===== config.mk =====
export PLATFORM = sky130hd
export DESIGN_NAME = cluster_finder
export DESIGN_NICKNAME = d
export VERILOG_FILES = /design/src/rtl/cluster_pkg.sv /design/src/rtl/gray_to_bin.sv /design/src/rtl/thresh_bank.sv /design/src/rtl/kernel_lane.sv /design/src/rtl/cluster_finder.sv
export SDC_FILE = /design/constraint.sdc
export NUM_CORES = 1
export LEC_CHECK = 0
export BUFFER_PORTS_ARGS = -buffer_cell sky130_fd_sc_hd__buf_2
export CAP_MARGIN = 30
export CORE_MARGIN = 5
export CORE_UTILIZATION = 30
export DETAILED_ROUTE_END_ITERATION = 10
export SYNTH_ARGS = -nofsm -noshare
export SYNTH_HDL_FRONTEND = slang
export SYNTH_SLANG_ARGS = --single-unit
export TNS_END_PERCENT = 5

===== constraint.sdc =====
create_clock -name clk -period 4.1 [get_ports clk]
set_input_delay 0.205 -clock clk [delete_from_list [all_inputs] [get_ports clk]]
set_output_delay 0.205 -clock clk [all_outputs]
set_load 0.005 [all_outputs]

===== src/rtl/cluster_pkg.sv =====
// Shared widths and types for the cluster threshold detector.
// Assumes samples are 5 bits wide; all derived widths follow from CODE_W.
package cluster_pkg;
    localparam int CODE_W  = 5;
    localparam int PSUM_W  = CODE_W + 1;     // two samples of one channel
    localparam int KSUM_W  = CODE_W + 2;     // four samples of a 2x2 window
    localparam logic [KSUM_W-1:0] THR_MAX = '1;

    typedef logic [CODE_W-1:0] pix_t;
    typedef logic [PSUM_W-1:0] psum_t;
    typedef logic [KSUM_W-1:0] ksum_t;
endpackage


===== src/rtl/gray_to_bin.sv =====
// Combinational reflected-binary to binary converter.
// Assumes nothing about timing; purely a function of the input code.
module gray_to_bin
    import cluster_pkg::*;
(
    input  logic [CODE_W-1:0] code,
    output pix_t              bin
);
    // Each binary bit is the parity of the code bits at and above it.
    for (genvar k = 0; k < CODE_W; k++) begin : g_bit
        assign bin[k] = ^code[CODE_W-1:k];
    end
endmodule


===== src/rtl/thresh_bank.sv =====
// Per-channel threshold registers with a single write port.
// Assumes at most one write per clock; addresses >= N_CH are dropped.
module thresh_bank
    import cluster_pkg::*;
#(
    parameter int N_CH   = 8,
    parameter int ADDR_W = 3
)(
    input  logic              clk,
    input  logic              rst_n,
    input  logic              we,
    input  logic [ADDR_W-1:0] addr,
    input  ksum_t             data,
    output ksum_t             thr [N_CH]
);
    for (genvar i = 0; i < N_CH; i++) begin : g_thr
        // Load this channel's threshold on an addressed write; reset to max.
        always_ff @(posedge clk) begin
            if (!rst_n)
                thr[i] <= THR_MAX;
            else if (we && (int'(addr) == i))
                thr[i] <= data;
        end
    end
endmodule


===== src/rtl/kernel_lane.sv =====
// One channel of the 2x2 window detector: converts the code, keeps the
// previous step, forms the channel partial sum, adds the neighbour's and
// compares against the local threshold. Assumes one step per clock.
module kernel_lane
    import cluster_pkg::*;
(
    input  logic              clk,
    input  logic              rst_n,
    input  logic [CODE_W-1:0] code,
    input  psum_t             nb_psum,
    input  ksum_t             thr,
    output psum_t             psum,
    output pix_t              pix,
    output logic              hit
);
    pix_t  bin_w;
    pix_t  cur_q;
    pix_t  prev_q;
    ksum_t ksum;

    gray_to_bin u_conv (
        .code (code),
        .bin  (bin_w)
    );

    // Capture the current step and shift the old one into the delay stage.
    always_ff @(posedge clk) begin
        if (!rst_n) begin
            cur_q  <= '0;
            prev_q <= '0;
        end else begin
            cur_q  <= bin_w;
            prev_q <= cur_q;
        end
    end

    // Two-step partial sum of this channel and the full window total.
    always_comb begin
        psum = PSUM_W'(cur_q) + PSUM_W'(prev_q);
        ksum = KSUM_W'(psum)  + KSUM_W'(nb_psum);
    end

    // Register the strict threshold decision.
    always_ff @(posedge clk) begin
        if (!rst_n)
            hit <= 1'b0;
        else
            hit <= (ksum > thr);
    end

    assign pix = cur_q;
endmodule


===== src/rtl/cluster_finder.sv =====
// Top of the column-parallel 2x2 cluster threshold detector.
// Chains N_CH lanes so that lane i receives the partial sum of lane i+1;
// the last lane receives zero. Assumes one time step per clock.
module cluster_finder
    import cluster_pkg::*;
#(
    parameter  int N_CH   = 8,
    localparam int ADDR_W = (N_CH > 1) ? $clog2(N_CH) : 1
)(
    input  logic                   clk,
    input  logic                   rst_n,
    input  logic [N_CH*CODE_W-1:0] code_in,
    input  logic                   thr_we,
    input  logic [ADDR_W-1:0]      thr_addr,
    input  logic [KSUM_W-1:0]      thr_data,
    output logic [N_CH*CODE_W-1:0] pix_out,
    output logic [N_CH-1:0]        hit_out
);
    ksum_t thr_w  [N_CH];
    psum_t psum_w [N_CH];
    psum_t nb_w   [N_CH];

    thresh_bank #(.N_CH(N_CH), .ADDR_W(ADDR_W)) u_thr (
        .clk   (clk),
        .rst_n (rst_n),
        .we    (thr_we),
        .addr  (thr_addr),
        .data  (thr_data),
        .thr   (thr_w)
    );

    for (genvar i = 0; i < N_CH; i++) begin : g_lane
        // Right-hand neighbour's partial sum, or zero at the array edge.
        if (i == N_CH - 1) begin : g_edge
            assign nb_w[i] = '0;
        end else begin : g_mid
            assign nb_w[i] = psum_w[i+1];
        end

        kernel_lane u_lane (
            .clk     (clk),
            .rst_n   (rst_n),
            .code    (code_in[i*CODE_W +: CODE_W]),
            .nb_psum (nb_w[i]),
            .thr     (thr_w[i]),
            .psum    (psum_w[i]),
            .pix     (pix_out[i*CODE_W +: CODE_W]),
            .hit     (hit_out[i])
        );
    end
endmodule


==> run_results.csv, run 1 <==
group,metric,value,unit
cells_and_area,nFillCells,2892,
placed_design,portBuffers,100,
clock_network,worstSkewPairLatency,0.42,ns
sta,period_share,88.4,%
detailed_routing,num_vias,6151,
sta,finalCriticalPeriod,3.63,ns
detailed_routing,dr.pass1.iters,5,
global_routing,gr-usage-all-layers,11.4,%
critical_path,cp-end-kind,"flop",
detailed_routing,drc,0,
sta,setup_tns,0,ns
pwr,power,4.49,mW
cells_and_area,final_area,10200,um^2
sta,max-slew-margin-rel,40.2,%
sta,clock.fmax,0.276,GHz
logic_synthesis,yosysSeqAreaShare,33.3,%
pwr,power_frac_clock,36.5,%
placed_design,dpl_cell_area,9480,um^2
clock_network,cts.path.max_buffers,2,
sta,worst_pin_slew,0.893,ns
logic_synthesis,synth.distinct_cells,32,
pwr,power_frac_seq,34.3,%
critical_path,worstSetupStartpointType,"flop",
clock_network,cts.sinks,144,
sta,finClkSkew,0.00998,ns
logic_synthesis,synth_nets,1129,
clock_network,cts_tree,"built",
placed_design,routabilityCongestion,0.746,
pwr,vdd_ir_drop_max,0.256,mV
flow_run,maxCapViolations,0,
global_routing,antenna_found_initial,0,
cells_and_area,num_antenna_cells,0,
cells_and_area,multiInputGateArea,5240,um^2
critical_path,critical_path_buf_inv_count,1,
cells_and_area,drive_above_1_share,13.7,%
logic_synthesis,ys_ff_latch,144,
logic_synthesis,synth_common_cells,"dfxtp_1, ha_1, inv_1",
logic_synthesis,yosys.area.top_type,"dfxtp_1",
detailed_routing,drt-vias-per-instance,4.35,
clock_network,cts_setup_buffers,0,
pwr,leakage,5.33,nW
logic_synthesis,synth_cells,927,
sta,maxSlewViolCount,0,
critical_path,critPathSlowestCell,"fa_1",
logic_synthesis,async_reset_ff_share,0,%
floorplan,start_util,30.2,%
clock_network,htree_levels,4,
sta,setup_violations,0,
critical_path,critical_path.top_delay_family,"adder cells",
logic_synthesis,ys_top_cells_by_area,"dfxtp_1, ha_1, and2_1, xor2_1, fa_1",
floorplan,die-area,32400,um^2
critical_path,path_cells,"ha_1 > inv_1 > fa_1 > nand2b_1 > a21oi_2 > xor2_1 > fa_1 > ha_1 > a21oi_1 > xnor2_1 > ha_1 > a21o_1 > a21oi_1 > o21ai_1 > o211a_1",
logic_synthesis,yosysMostFrequentCell,"dfxtp_1",
global_routing,grt_max_degree,86,
pwr,netSwitchingPower,1.38,mW
global_routing,grt_first_pass_wirelength,30400,um
sta,rsz0062_at_grt,"no",
logic_synthesis,avgSynthCellArea,9.34,um^2
detailed_routing,ant_nets,0,
global_routing,grt_pass1_vias,6262,
critical_path,arrival,3.94,ns
status,outcome,"completed",
pwr,switching_share,30.8,%
cells_and_area,regArea,2880,um^2
placed_design,placedCellCount,1375,
logic_synthesis,synth_edf_count,0,
min_path,hold_class,"in -> reg",
critical_path,cp_max_fo,3,
cells_and_area,fin_nets,1220,
floorplan,core_area,28600,um^2
clock_network,cts_made_buffers,17,
detailed_routing,drt_iter0_drc,189,
clock_network,clk_pin_slew_worst_paths,0.07,ns
critical_path,crit_top_cell,"ha_1",
floorplan,rows,62,
floorplan,ioPinCount,101,
logic_synthesis,ys_warn_count,0,
cells_and_area,area_growth,17.5,%
pwr,p_int,3.11,mW
logic_synthesis,synth-main-ff-cell,"dfxtp_1",
floorplan,dieWidth,180,um
critical_path,worst_ep_required_time,4.42,ns
pwr,p_comb_share,29.2,%
global_routing,overflow,0,
clock_network,cts_root_buf,"clkbuf_16",
cells_and_area,fin_cells,1413,
detailed_routing,wl,17900,um
floorplan,die_h,180,um
logic_synthesis,synth_area,8660,um^2
pwr,powerDensity,441,nW/um^2
sta,final_hold_viol_count,0,
logic_synthesis,yosys.area.top_type_share,33.3,%
critical_path,path_class,"reg -> reg",
critical_path,max_stage_delay,0.47,ns
placed_design,dp_hpwl,13700,um
detailed_routing,wl_per_cell,12.7,um
[final timing paths]
kind / slack, ns / from / end / cells past startpoint
max: 0.47 / g_lane[1].u_lane.pix[0]$_SDFF_PN0_ / g_lane[0].u_lane.hit$_SDFF_PN0_ / 15
min: 0.10 / code_in[0] / g_lane[0].u_lane.pix[0]$_SDFF_PN0_ / 3
max reg2reg: 0.47 / g_lane[1].u_lane.pix[0]$_SDFF_PN0_ / g_lane[0].u_lane.hit$_SDFF_PN0_ / 15
min reg2reg: 0.48 / u_thr.thr[35]$_SDFFE_PN1P_ / u_thr.thr[35]$_SDFFE_PN1P_ / 2
[logic make-up (layout without fill, tap and decap cells)]
logic type / count (synthesis) / after routing / synth area share (%)
simple gates: 234 / 234 / 14.1
mux: 6 / 6 / 0.694
buf+inv: 132 / 234 / 6.14
fa+ha+maj: 149 / 149 / 23.2
flops: 144 / 144 / 33.3
xor+xnor: 85 / 85 / 8.86
compound gates: 177 / 177 / 13.7
[cell type report]
cell class / count / area share [%]
multi-input combinational: 651 / 51.5
sequential: 144 / 28.3
inverter: 93 / 3.43
clock inverter: 13 / 1.83
tap: 384 / 4.72
timing repair buffer: 111 / 5.95
clock buffer: 17 / 4.18
[cells in the final DEF (no fill, tap or decap), types with 10 or more instances in the layout]
cell type,n
nor2b_1,17
ha_1,130
xnor2_1,32
nand2_1,66
nand3_1,10
nor2_1,23
dfxtp_1,144
clkbuf_16,17
xor2_1,50
and2_1,80
fa_1,19
nand2b_1,26
inv_1,93
o21ai_1,27
o211ai_1,49
a21oi_1,45
a21o_1,35
buf_2,99
[power groups by stage]
| stage | registers (mW) | logic, mW | clock network [mW] |
|---|---|---|---|
| finish | 1.54 | 1.31 | 1.64 |
| global route | 1.55 | 1.54 | 1.75 |
| CTS | 1.54 | 1.34 | 1.69 |
| detailed placement | 1.57 | 1.33 | 0 |
| global placement | 1.57 | 1.28 | 0 |
| floorplan | 1.56 | 1.00 | 0 |
[worst register-to-register path, delay by kind of cell, from the launching register on]
family                   cells  cell delay (ns)
adder cells (fa/ha/maj)      5             1.62
AO/OA/AOI/OAI                6             0.90
XOR/XNOR                     2             0.43
flip-flops                   1             0.35
AND/OR/NAND/NOR              1             0.17
buffers and inverters        1             0.06
[metal layers]
| layer | track usage [%] | vias up | part of all wire (%) |
|---|---|---|---|
| li1 | - | 3282 | - |
| met1 | 15.2 | 2778 | 50 |
| met2 | 18.8 | 79 | 47 |
| met3 | 2.43 | 12 | 2.7 |
| met4 | 3.02 | 0 | 0.80 |
| met5 | 0 | - | 0 |
[flip-flops by register name (all words and copies together), names as in the netlist]
name,count
u_thr.thr,56
g_lane.u_lane.pix,40
g_lane.u_lane.prev_q,40
g_lane.u_lane.hit,8
[what timing repair did]
item | CTS | global route
setup endpoints to repair | 0 | 0
gates resized for setup | 0 | 0
endpoints found under the hold margin | 8 | 0
hold buffers | 8 | 0
[per-stage QoR]
step / setup WS [ns] / util (%) / hold WS, ns
2_1_floorplan: 0.728 / - / 0.327
4_1_cts: 0.467 / 35.5 / 0.0836
3_5_place_dp: 0.488 / 33.1 / 0.434
6_report: 0.474 / 35.5 / 0.102
3_3_place_gp: 0.604 / 33.1 / 0.431
5_1_grt: 0.162 / 35.5 / 0.0921
No activity file was read; power rests on OpenSTA's default activity.
==> run 2, diff against run 1 <==
--- a/config.mk
+++ b/config.mk
@@ -5,7 +5,7 @@
 export SDC_FILE = /design/constraint.sdc
 export NUM_CORES = 1
 export LEC_CHECK = 0
-export BUFFER_PORTS_ARGS = -buffer_cell sky130_fd_sc_hd__buf_2
+export BUFFER_PORTS_ARGS = -buffer_cell sky130_fd_sc_hd__clkbuf_2
 export CAP_MARGIN = 30
 export CORE_MARGIN = 5
 export CORE_UTILIZATION = 30
==> run 2 against run 1 <==
  * Count of clock-buffer cells in the layout increased by 3
  * Sequential cell count unchanged
  * Sequential share of layout area decreased by 0.090 points
  * Critical path type unchanged
  * Largest cell class unchanged
==> run_results.csv, run 2 (synthesis gave the netlist of run 1 again) <==
group,metric,value,unit
min_path,worstHoldStart,"code_in[35]",
critical_path,cp_max_fo,3,
critical_path,arrival,3.92,ns
floorplan,die_h,180,um
sta,finClkSkew,0.00779,ns
clock_network,clk_pin_slew_worst_paths,0.07,ns
sta,timing.final.ws_setup,0.505,ns
global_routing,gr-usage-all-layers,11.6,%
detailed_routing,drc,0,
global_routing,grt_pass1_vias,6256,
placed_design,portBuffers,100,
floorplan,dieWidth,180,um
floorplan,start_util,30.2,%
detailed_routing,ant_nets,0,
clock_network,cts_tree,"built",
floorplan,core_area,28600,um^2
min_path,hold_class,"in -> reg",
global_routing,antenna_found_initial,0,
clock_network,cts_root_buf,"clkbuf_16",
global_routing,overflow,0,
placed_design,dpl_cell_area,9490,um^2
detailed_routing,drt-vias-per-instance,4.38,
status,outcome,"completed",
clock_network,postCtsResizedCells,0,
critical_path,startpoint,"g_lane[1].u_lane.pix[0]$_SDFF_PN0_",
pwr,leakage,5.35,nW
pwr,vdd_ir_drop_max,0.258,mV
placed_design,pre_cts_ws,0.530,ns
critical_path,worst_ep_required_time,4.42,ns
sta,setup_violations,0,
cells_and_area,final_area,10200,um^2
sta,maxSlewViolCount,0,
sta,worst_pin_slew,0.896,ns
sta,max-slew-margin-rel,40.0,%
flow_run,maxCapViolations,0,
pwr,powerDensity,446,nW/um^2
cells_and_area,final_common_cell,"dfxtp_1",
detailed_routing,drt_iter0_drc,291,
sta,rsz0062_at_grt,"no",
detailed_routing,dr.pass1.iters,4,
clock_network,cts_made_buffers,17,
cells_and_area,largest_reg_flops,56,
cells_and_area,final_cell_mix,"dfxtp_1, ha_1, clkbuf_2",
cells_and_area,drive_above_1_share,13.9,%
critical_path,worstSetupStartpointType,"flop",
sta,clock.fmax,0.278,GHz
sta,final_hold_viol_count,0,
detailed_routing,wl_per_cell,12.8,um
placed_design,placedCellCount,1376,
min_path,whs_path_depth,3,
cells_and_area,fin_nets,1221,
clock_network,htree_levels,4,
cells_and_area,num_antenna_cells,0,
placed_design,routabilityCongestion,0.749,
sta,finalCriticalPeriod,3.59,ns
placed_design,dp_hpwl,13900,um
clock_network,worstSkewPairLatency,0.43,ns
sta,holdWs,0.0955,ns
floorplan,rows,62,
clock_network,cts.sinks,144,
critical_path,reg2reg_from,"g_lane[1].u_lane.pix[0]$_SDFF_PN0_",
clock_network,cts_setup_buffers,0,
sta,period_share,87.7,%
cells_and_area,regMostFlops,"u_thr.thr",
critical_path,reg2reg_depth,15,
global_routing,grt_first_pass_wirelength,31000,um
detailed_routing,num_vias,6207,
clock_network,cts.path.max_buffers,2,
sta,setup_tns,0,ns
cells_and_area,area_growth,17.9,%
critical_path,path_class,"reg -> reg",
critical_path,cp-end-kind,"flop",
global_routing,grt_max_degree,61,
floorplan,ioPinCount,101,
floorplan,die-area,32400,um^2
cells_and_area,fin_cells,1416,
detailed_routing,wl,18100,um
==> run 2: changes by cell type in the layout (fill, tap and decap cells not counted) <==
cell / change
clkbuf_8: +2
clkinvlp_4: -2
buf_4: +1
clkinv_4: +1
clkbuf_2: +99
clkbuf_1: +1
buf_2: -99
==> run 2: metal layers <==
layer	up-vias	track usage [%]	part of all wire [%]
met4	0	3.32	1.4
met3	18	2.18	3.1
met1	2819	15.1	49
met5	-	0	0
li1	3280	-	-
met2	90	19.6	47
==> run 2: critical path: stages, from the launching register on <==
cell,delay [ns]
dfxtp_1,0.36
ha_1,0.19
inv_1,0.06
fa_1,0.40
nand2b_1,0.17
a21oi_2,0.17
xor2_1,0.27
fa_1,0.47
ha_1,0.34
a21oi_1,0.17
xnor2_1,0.14
ha_1,0.26
a21o_1,0.16
a21oi_1,0.13
o21ai_1,0.08
o211a_1,0.12
==> run 2: path summary, 6_finish.rpt <==
kind                                              to  slack [ns]
hold reg to reg           u_thr.thr[35]$_SDFFE_PN1P_        0.49
setup / recovery     g_lane[0].u_lane.hit$_SDFF_PN0_        0.51
hold / removal    g_lane[7].u_lane.pix[0]$_SDFF_PN0_         0.1
setup reg to reg     g_lane[0].u_lane.hit$_SDFF_PN0_        0.51
==> run 2: final cells by class <==
cell class	count	area (um^2)
Clock inverter	12	180
Tap cell	384	480
Clock buffer	20	457
Timing Repair Buffer	112	613
Multi-Input combinational cell	651	5240
Inverter	93	349
Fill cell	2936	18400
Sequential cell	144	2880
==> run 2: what timing repair did <==
| item | 4_1_cts | 5_1_grt |
|---|---|---|
| endpoints found under the setup margin | 0 | 0 |
| hold endpoints to repair | 8 | 0 |
| hold buffers | 8 | 0 |
==> run 2: per-stage QoR <==
stage / power (mW) / utilization (%)
global placement: 2.86 / 33.1
detailed placement: 2.91 / 33.1
CTS: 4.64 / 35.7
finish: 4.55 / 35.7
global route: 4.89 / 35.7
floorplan: 2.57 / -
==> run 2: power by group <==
group          internal [mW]  switching (mW)
sequential              1.49          0.0532
clock                   1.05           0.641
combinational          0.608           0.709
total                   3.15            1.40
